$ cat src/rtl/timer_pkg.sv
package timer_pkg;

    localparam int MODE_W = 16;

    // mode register bit positions
    localparam int MB_RST_TGT  = 3;
    localparam int MB_IE_TGT   = 4;
    localparam int MB_IE_OVF   = 5;
    localparam int MB_ALT_CLK  = 8;
    localparam int MB_IRQ_FLAG = 10;
    localparam int MB_TGT_FLAG = 11;
    localparam int MB_OVF_FLAG = 12;

    typedef enum logic {
        CLK_SYS = 1'b0,
        CLK_ALT = 1'b1
    } clk_src_e;

    typedef struct packed {
        logic tgt_hit;
        logic ovf_hit;
    } evt_t;

    // gate encodings that freeze a gate-capable channel
    function automatic logic gate_halts(input logic [2:0] gate);
        return (gate == 3'b001) || (gate == 3'b111);
    endfunction

endpackage

$ cat src/rtl/timer_tick_gen.sv
module timer_tick_gen #(
    parameter int SYNC_STAGES = 2
) (
    input  logic               clk,
    input  logic               rst,
    input  logic               alt_clk_i,
    input  timer_pkg::clk_src_e src_i,
    input  logic               halt_i,
    input  logic               hold_i,
    output logic               tick_o
);
    localparam int CHAIN = SYNC_STAGES + 1;

    logic [CHAIN-1:0] sync_q;
    logic             alt_edge;

    always_ff @(posedge clk) begin
        if (rst) sync_q[0] <= 1'b0;
        else     sync_q[0] <= alt_clk_i;
    end

    for (genvar i = 1; i < CHAIN; i++) begin : g_sync
        always_ff @(posedge clk) begin
            if (rst) sync_q[i] <= 1'b0;
            else     sync_q[i] <= sync_q[i-1];
        end
    end

    assign alt_edge = sync_q[CHAIN-2] & ~sync_q[CHAIN-1];
    assign tick_o   = !hold_i && !halt_i &&
                      ((src_i == timer_pkg::CLK_ALT) ? alt_edge : 1'b1);

endmodule

$ cat src/rtl/timer_count_core.sv
module timer_count_core #(
    parameter int WIDTH = 16
) (
    input  logic              clk,
    input  logic              rst,
    input  logic              tick_i,
    input  logic              cnt_we_i,
    input  logic [WIDTH-1:0]  cnt_wdata_i,
    input  logic              tgt_we_i,
    input  logic [WIDTH-1:0]  tgt_wdata_i,
    input  logic              rst_on_tgt_i,
    output logic [WIDTH-1:0]  count_o,
    output logic [WIDTH-1:0]  target_o,
    output timer_pkg::evt_t   evt_o
);
    localparam logic [WIDTH-1:0] CNT_MAX = '1;

    logic [WIDTH-1:0] count_q, target_q;
    logic             armed_q;
    logic             wrap_now;

    assign evt_o.tgt_hit = tick_i && armed_q && (target_q != '0) && (count_q == target_q);
    assign evt_o.ovf_hit = tick_i && (count_q == CNT_MAX);
    assign wrap_now      = (evt_o.tgt_hit && rst_on_tgt_i) || evt_o.ovf_hit;

    always_ff @(posedge clk) begin
        if (rst) begin
            count_q  <= '0;
            target_q <= '0;
            armed_q  <= 1'b1;
        end else begin
            if (cnt_we_i)        count_q <= cnt_wdata_i;
            else if (tick_i)     count_q <= wrap_now ? '0 : count_q + 1'b1;

            if (tgt_we_i)        target_q <= tgt_wdata_i;

            if (cnt_we_i)            armed_q <= 1'b1;
            else if (tgt_we_i)       armed_q <= (tgt_wdata_i > count_q);
            else if (evt_o.ovf_hit)  armed_q <= 1'b1;
        end
    end

    assign count_o  = count_q;
    assign target_o = target_q;

    // a tick at the maximum wraps the count to zero
    assert_wrap_zero_R5: assert property (@(posedge clk) disable iff (rst)
        (tick_i && !cnt_we_i && count_q == CNT_MAX) |=> (count_q == '0));

    // a target written at or below the count cannot fire next cycle
    assert_early_target_R9: assert property (@(posedge clk) disable iff (rst)
        (tgt_we_i && !cnt_we_i && tgt_wdata_i <= count_q) |=> !evt_o.tgt_hit);

endmodule

$ cat src/rtl/timer_mode_reg.sv
module timer_mode_reg (
    input  logic                          clk,
    input  logic                          rst,
    input  logic                          mode_we_i,
    input  logic [timer_pkg::MODE_W-1:0]  mode_wdata_i,
    input  timer_pkg::evt_t               evt_i,
    output logic [timer_pkg::MODE_W-1:0]  mode_o,
    output logic                          irq_o
);
    import timer_pkg::*;

    logic [MODE_W-1:0] mode_q;
    logic              irq_q;
    logic              fire;

    assign fire = (evt_i.tgt_hit && mode_q[MB_IE_TGT]) ||
                  (evt_i.ovf_hit && mode_q[MB_IE_OVF]);

    always_ff @(posedge clk) begin
        if (rst) begin
            mode_q <= '0;
            irq_q  <= 1'b0;
        end else begin
            irq_q <= fire;
            if (mode_we_i) begin
                mode_q              <= mode_wdata_i;
                mode_q[MB_IRQ_FLAG] <= 1'b1;
            end else begin
                if (evt_i.tgt_hit) mode_q[MB_TGT_FLAG] <= 1'b1;
                if (evt_i.ovf_hit) mode_q[MB_OVF_FLAG] <= 1'b1;
                if (fire)          mode_q[MB_IRQ_FLAG] <= 1'b0;
            end
        end
    end

    assign mode_o = mode_q;
    assign irq_o  = irq_q;

    // every mode write leaves the interrupt flag set
    assert_mode_write_flag_R3: assert property (@(posedge clk) disable iff (rst)
        mode_we_i |=> mode_q[MB_IRQ_FLAG]);

    // a request is always accompanied by a cleared interrupt flag
    assert_irq_clears_flag_R6: assert property (@(posedge clk) disable iff (rst)
        irq_q |-> !mode_q[MB_IRQ_FLAG]);

    // the target flag stays set until a mode write
    assert_sticky_target_R13: assert property (@(posedge clk) disable iff (rst)
        (mode_q[MB_TGT_FLAG] && !mode_we_i) |=> mode_q[MB_TGT_FLAG]);

endmodule

$ cat src/rtl/timer_channel.sv
module timer_channel #(
    parameter int WIDTH       = 16,
    parameter bit GATE_EN     = 1'b1,
    parameter int SYNC_STAGES = 2
) (
    input  logic                          clk,
    input  logic                          rst,
    input  logic                          alt_clk_i,
    input  logic                          cnt_we_i,
    input  logic [WIDTH-1:0]              cnt_wdata_i,
    input  logic                          tgt_we_i,
    input  logic [WIDTH-1:0]              tgt_wdata_i,
    input  logic                          mode_we_i,
    input  logic [timer_pkg::MODE_W-1:0]  mode_wdata_i,
    output logic [WIDTH-1:0]              count_o,
    output logic [WIDTH-1:0]              target_o,
    output logic [timer_pkg::MODE_W-1:0]  mode_o,
    output logic                          irq_o
);
    import timer_pkg::*;

    logic     halt, any_write, tick;
    clk_src_e src;
    evt_t     evt;

    assign any_write = cnt_we_i | tgt_we_i | mode_we_i;
    assign src       = mode_o[MB_ALT_CLK] ? CLK_ALT : CLK_SYS;

    if (GATE_EN) begin : g_gate
        assign halt = gate_halts(mode_o[2:0]);
    end else begin : g_nogate
        assign halt = 1'b0;
    end

    timer_tick_gen #(.SYNC_STAGES(SYNC_STAGES)) u_tick (
        .clk      (clk),
        .rst      (rst),
        .alt_clk_i(alt_clk_i),
        .src_i    (src),
        .halt_i   (halt),
        .hold_i   (any_write),
        .tick_o   (tick)
    );

    timer_count_core #(.WIDTH(WIDTH)) u_core (
        .clk         (clk),
        .rst         (rst),
        .tick_i      (tick),
        .cnt_we_i    (cnt_we_i),
        .cnt_wdata_i (cnt_wdata_i),
        .tgt_we_i    (tgt_we_i),
        .tgt_wdata_i (tgt_wdata_i),
        .rst_on_tgt_i(mode_o[MB_RST_TGT]),
        .count_o     (count_o),
        .target_o    (target_o),
        .evt_o       (evt)
    );

    timer_mode_reg u_mode (
        .clk         (clk),
        .rst         (rst),
        .mode_we_i   (mode_we_i),
        .mode_wdata_i(mode_wdata_i),
        .evt_i       (evt),
        .mode_o      (mode_o),
        .irq_o       (irq_o)
    );

    // a halting gate code freezes the count unless it is written
    assert_gate_halt_R11: assert property (@(posedge clk) disable iff (rst)
        (halt && !cnt_we_i) |=> $stable(count_o));

    // a zero target never raises the target flag
    assert_zero_target_R8: assert property (@(posedge clk) disable iff (rst)
        (target_o == '0 && !mode_we_i && !mode_o[MB_TGT_FLAG]) |=> !mode_o[MB_TGT_FLAG]);

endmodule

$ cat config.mk
export PLATFORM = sky130hd
export DESIGN_NAME = timer_channel
export DESIGN_NICKNAME = d
export VERILOG_FILES = /design/src/rtl/timer_pkg.sv /design/src/rtl/timer_tick_gen.sv /design/src/rtl/timer_count_core.sv /design/src/rtl/timer_mode_reg.sv /design/src/rtl/timer_channel.sv
export SDC_FILE = /design/constraint.sdc
export NUM_CORES = 1
export LEC_CHECK = 0
export BUFFER_PORTS_ARGS = -buffer_cell sky130_fd_sc_hd__buf_2
export CORE_MARGIN = 2
export CORE_UTILIZATION = 52
export CTS_BUF_LIST = sky130_fd_sc_hd__clkbuf_2
export DETAILED_ROUTE_END_ITERATION = 7
export PLACE_DENSITY = 0.82
export SLEW_MARGIN = 20
export SYNTH_ARGS = -nofsm -noshare
export SYNTH_HDL_FRONTEND = slang
export SYNTH_SLANG_ARGS = --single-unit
$ cat constraint.sdc
create_clock -name clk -period 2.7 [get_ports clk]
set_input_delay 0 -clock clk [delete_from_list [all_inputs] [get_ports clk]]
set_output_delay 0 -clock clk [all_outputs]
set_load 0.005 [all_outputs]
==> impl_metrics.csv <==
group,metric,value,unit
grt,antenna_found_initial,1,
synth,synth_mux_area_share,9.48,%
layout,regArea,1060,sq um
job,cap_violations,0,
setup_path,cp.depth,8,
synth,ys.flop_type,"dfxtp_1",
setup_path,slowest_stage,"dlygate4sd3_1",
setup_path,path_buf_inv,2,
die,io_pins,103,
setup_path,critPathTopFamily,"buffers and inverters",
setup_path,crit_chain,"xnor2_1 -> nand4_1 -> nor4_1 -> nand4_1 -> buf_4 -> o21ai_0 -> a221oi_1 -> dlygate4sd3_1",
sta,drv_slew,0,
sta,worst_slew_pin_slew,0.574,ns
synth,yosys.area_share.adder,6.94,%
setup_path,critPathArrivalTime,2.92,ns
sta,finClkSkew,0.0157,ns
grt,first_global_vias,3421,
synth,synth_compound_area_share,13.8,%
sta,slew_headroom,61.7,%
die,coreArea,5610,sq um
synth,synth-edff-count,0,
detailed_routing,drcViolationCount,0,
die,die-height,80.8,um
sta,period_share,93.7,%
synth,synth-seq-area-share,34.6,%
setup_path,max_stage_delay,0.59,ns
clock_tree,clock_sinks,53,
die,dieArea,6520,sq um
placed_design,dp_cells,524,
sta,finalWorstSetupSlack,0.171,ns
setup_path,endpoint_kind,"register",
detailed_routing,drtIter0Drc,240,
die,rows,27,
sta,holdWs,0.0344,ns
placed_design,gp_congestion,0.970,
sta,period_needed,2.53,ns
layout,final_cell_count_no_fill,583,
grt,grt.total_usage,31.6,%
clock_tree,insertion_delay,0.45,ns
detailed_routing,dr.pass1.iters,5,
clock_tree,cts_tree,"done",
clock_tree,htree_num_levels,2,
setup_path,worst_ep_required_time,3.09,ns
die,die_x,80.8,um
setup_path,r2r-start,"u_core.count_o[7]$_SDFFE_PP0P_",
pwr,p_per_area,403,nW/um^2
setup_path,crit_top_cell,"nand4_1",
placed_design,pre_cts_slack,0.296,ns
synth,netlist_instances,362,
synth,synth_top_family_by_area,"simple AND/OR/NAND/NOR gates",
detailed_routing,totalWireLength,10100,um
grt,grt_pass1_wl,16000,um
setup_path,worstReg2RegEnd,"u_core.count_o[8]$_SDFFE_PP0P_",
worst_hold_path,min_path_type,"input pin to register",
sta,setup_viol,0,
placed_design,place_area,3640,sq um
synth,avgSynthCellArea,8.46,sq um
sta,setup_tns,0,ns
clock_tree,postCtsSetupBuffers,0,
setup_path,reg2reg_depth,8,
synth,synth-simple-area-share,23.5,%
synth,synth_area,3060,sq um
detailed_routing,vias_per_cell,5.93,
status,status,"finished, final reports clean",
detailed_routing,wl_per_cell,17.2,um
grt,grt_start_max_net_pins,42,
setup_path,crit_fanout,14,
synth,synth_fp_nets,433,
layout,multiInputGateArea,1800,sq um
setup_path,setup.worst_path.class,"register to register",
layout,post-route-util,74.9,%
sta,max_freq,395,MHz
synth,yosys_warnings,0,
clock_tree,clk_pin_slew,0.26,ns
placed_design,hpwl,6780,um
sta,rsz0062_at_grt,"no",
setup_path,setup.worst_path.start,"u_core.count_o[7]$_SDFFE_PP0P_",
setup_path,rrSetupSlack,0.17,ns
grt,grt_overflow,0,
setup_path,cp-start-kind,"register",
setup_path,endpoint,"u_core.count_o[8]$_SDFFE_PP0P_",
pwr,power,1.69,mW
synth,synthXorXnorAreaFrac,4.86,%
synth,synth_cell_types,43,
layout,drive_gt1_share,23.9,%
layout,n_antenna_cell,0,
clock_tree,clockBufferDepth,2,
detailed_routing,vias,3457,
layout,syn_to_final_growth,37.1,%
synth,async_flop_share,0,%
synth,ys_ff_latch,53,
detailed_routing,detail-route-antenna-nets,0,
clock_tree,root_buffer,"clkbuf_2",
layout,postLayoutCellArea,4200,sq um
die,initial_core_util,54.6,%
placed_design,port_buffers,101,
clock_tree,cts_buffers,5,
sta,finalHoldViolations,0,
pwr,max-vdd-ir-drop,0.000316,V
layout,fin_nets,581,
worst_hold_path,holdCritStartpoint,"cnt_we_i",
pwr,leakagePower,1.99,nW
layout,nFillCells,449,
==> worst min-delay path: stages <==
cell	delay, ns
buf_2	0.22
a21oi_1	0.17
a221oi_1	0.08
==> cells in the mapped netlist (6+ instances only) <==
master	number	area share, %
inv_1	25	3.1
a221oi_1	9	2.6
nor2_1	41	5.0
mux2i_1	29	9.5
o311ai_0	6	1.7
nand4_1	14	2.9
a21o_1	6	1.5
nor2b_1	9	1.8
a21oi_1	7	1.1
nand2_1	14	1.7
dfxtp_1	53	35
nor3_1	16	2.6
xnor2_1	14	4.0
buf_2	6	0.98
o21ai_0	13	2.1
nor4_1	11	2.2
and4_1	7	2.0
ha_1	17	6.9
and3_1	10	2.0
clkbuf_1	10	1.2
==> flip-flops by register name (all words and copies together) (netlist names) <==
register / count
u_mode.mode_o: 16
u_tick.sync_q: 3
u_mode.irq_o: 1
u_core.target_o: 16
u_core.count_o: 16
u_core.armed_q: 1
==> worst min path at each step <==
stage                                           to  slack, ns  cells past startpoint
global route        u_core.count_o[0]$_SDFFE_PP0P_       0.03                      3
finish              u_core.count_o[0]$_SDFFE_PP0P_       0.03                      3
detailed placement  u_core.count_o[9]$_SDFFE_PP0P_       0.22                      3
CTS                 u_core.count_o[0]$_SDFFE_PP0P_       0.02                      3
global placement       u_tick.sync_q[0]$_SDFF_PP0_       0.22                      2
floorplan           u_core.count_o[9]$_SDFFE_PP0P_       0.12                      2
==> where the power goes <==
group,switching [mW],internal [mW]
Clock,0.253,0.0567
Sequential,0.0672,0.837
Combinational,0.232,0.246
Total,0.552,1.14
==> cell families after synthesis <==
family          Yosys count
fa+ha+maj                17
xor+xnor                 17
flops                    53
compound gates           59
simple gates            138
mux                      29
buf+inv                  49
==> layer usage <==
metal | share of wire [%] | track usage [%]
met1 | 40 | 35.7
met2 | 50 | 58.1
met3 | 7.2 | 6.78
met4 | 3.0 | 12.0
met5 | 0.15 | 0
==> layout by cell type (no fill, tap or decap), types with 2 or more instances in the layout <==
master and instances:
a211oi_1 2, a21o_1 6, a21oi_1 7, a221o_1 2
a221oi_1 9, a32oi_1 3, a41oi_1 2, and2_1 4
and3_1 10, and4_1 7, buf_2 101, buf_4 13
clkbuf_2 5, clkinv_1 2, dfxtp_1 53, dlygate4sd3_1 51
ha_1 17, inv_1 25, mux2i_1 29, nand2_1 14
nand2b_1 2, nand3_1 5, nand4_1 14, nor2_1 41
nor2b_1 9, nor3_1 16, nor4_1 10, o211ai_1 2
o21ai_0 13, o311ai_0 6, or3_1 2, xnor2_1 14
xor2_1 3
==> final cells by class <==
type / instances / share of cell area (%)
clock buffer: 5 / 0.596
clock inverter: 3 / 0.298
inverter: 25 / 2.24
multi-input combinational: 260 / 42.9
sequential: 53 / 25.3
tap: 72 / 2.15
timing repair buffer: 165 / 26.5
==> timing repair <==
action | 4_1_cts | 5_1_grt
resized for setup | 0 | 1
endpoints found under the hold margin | 48 | 0
endpoints found under the setup margin | 0 | 1
hold buffers | 51 | 0
No activity file was read; power rests on OpenSTA's default activity.
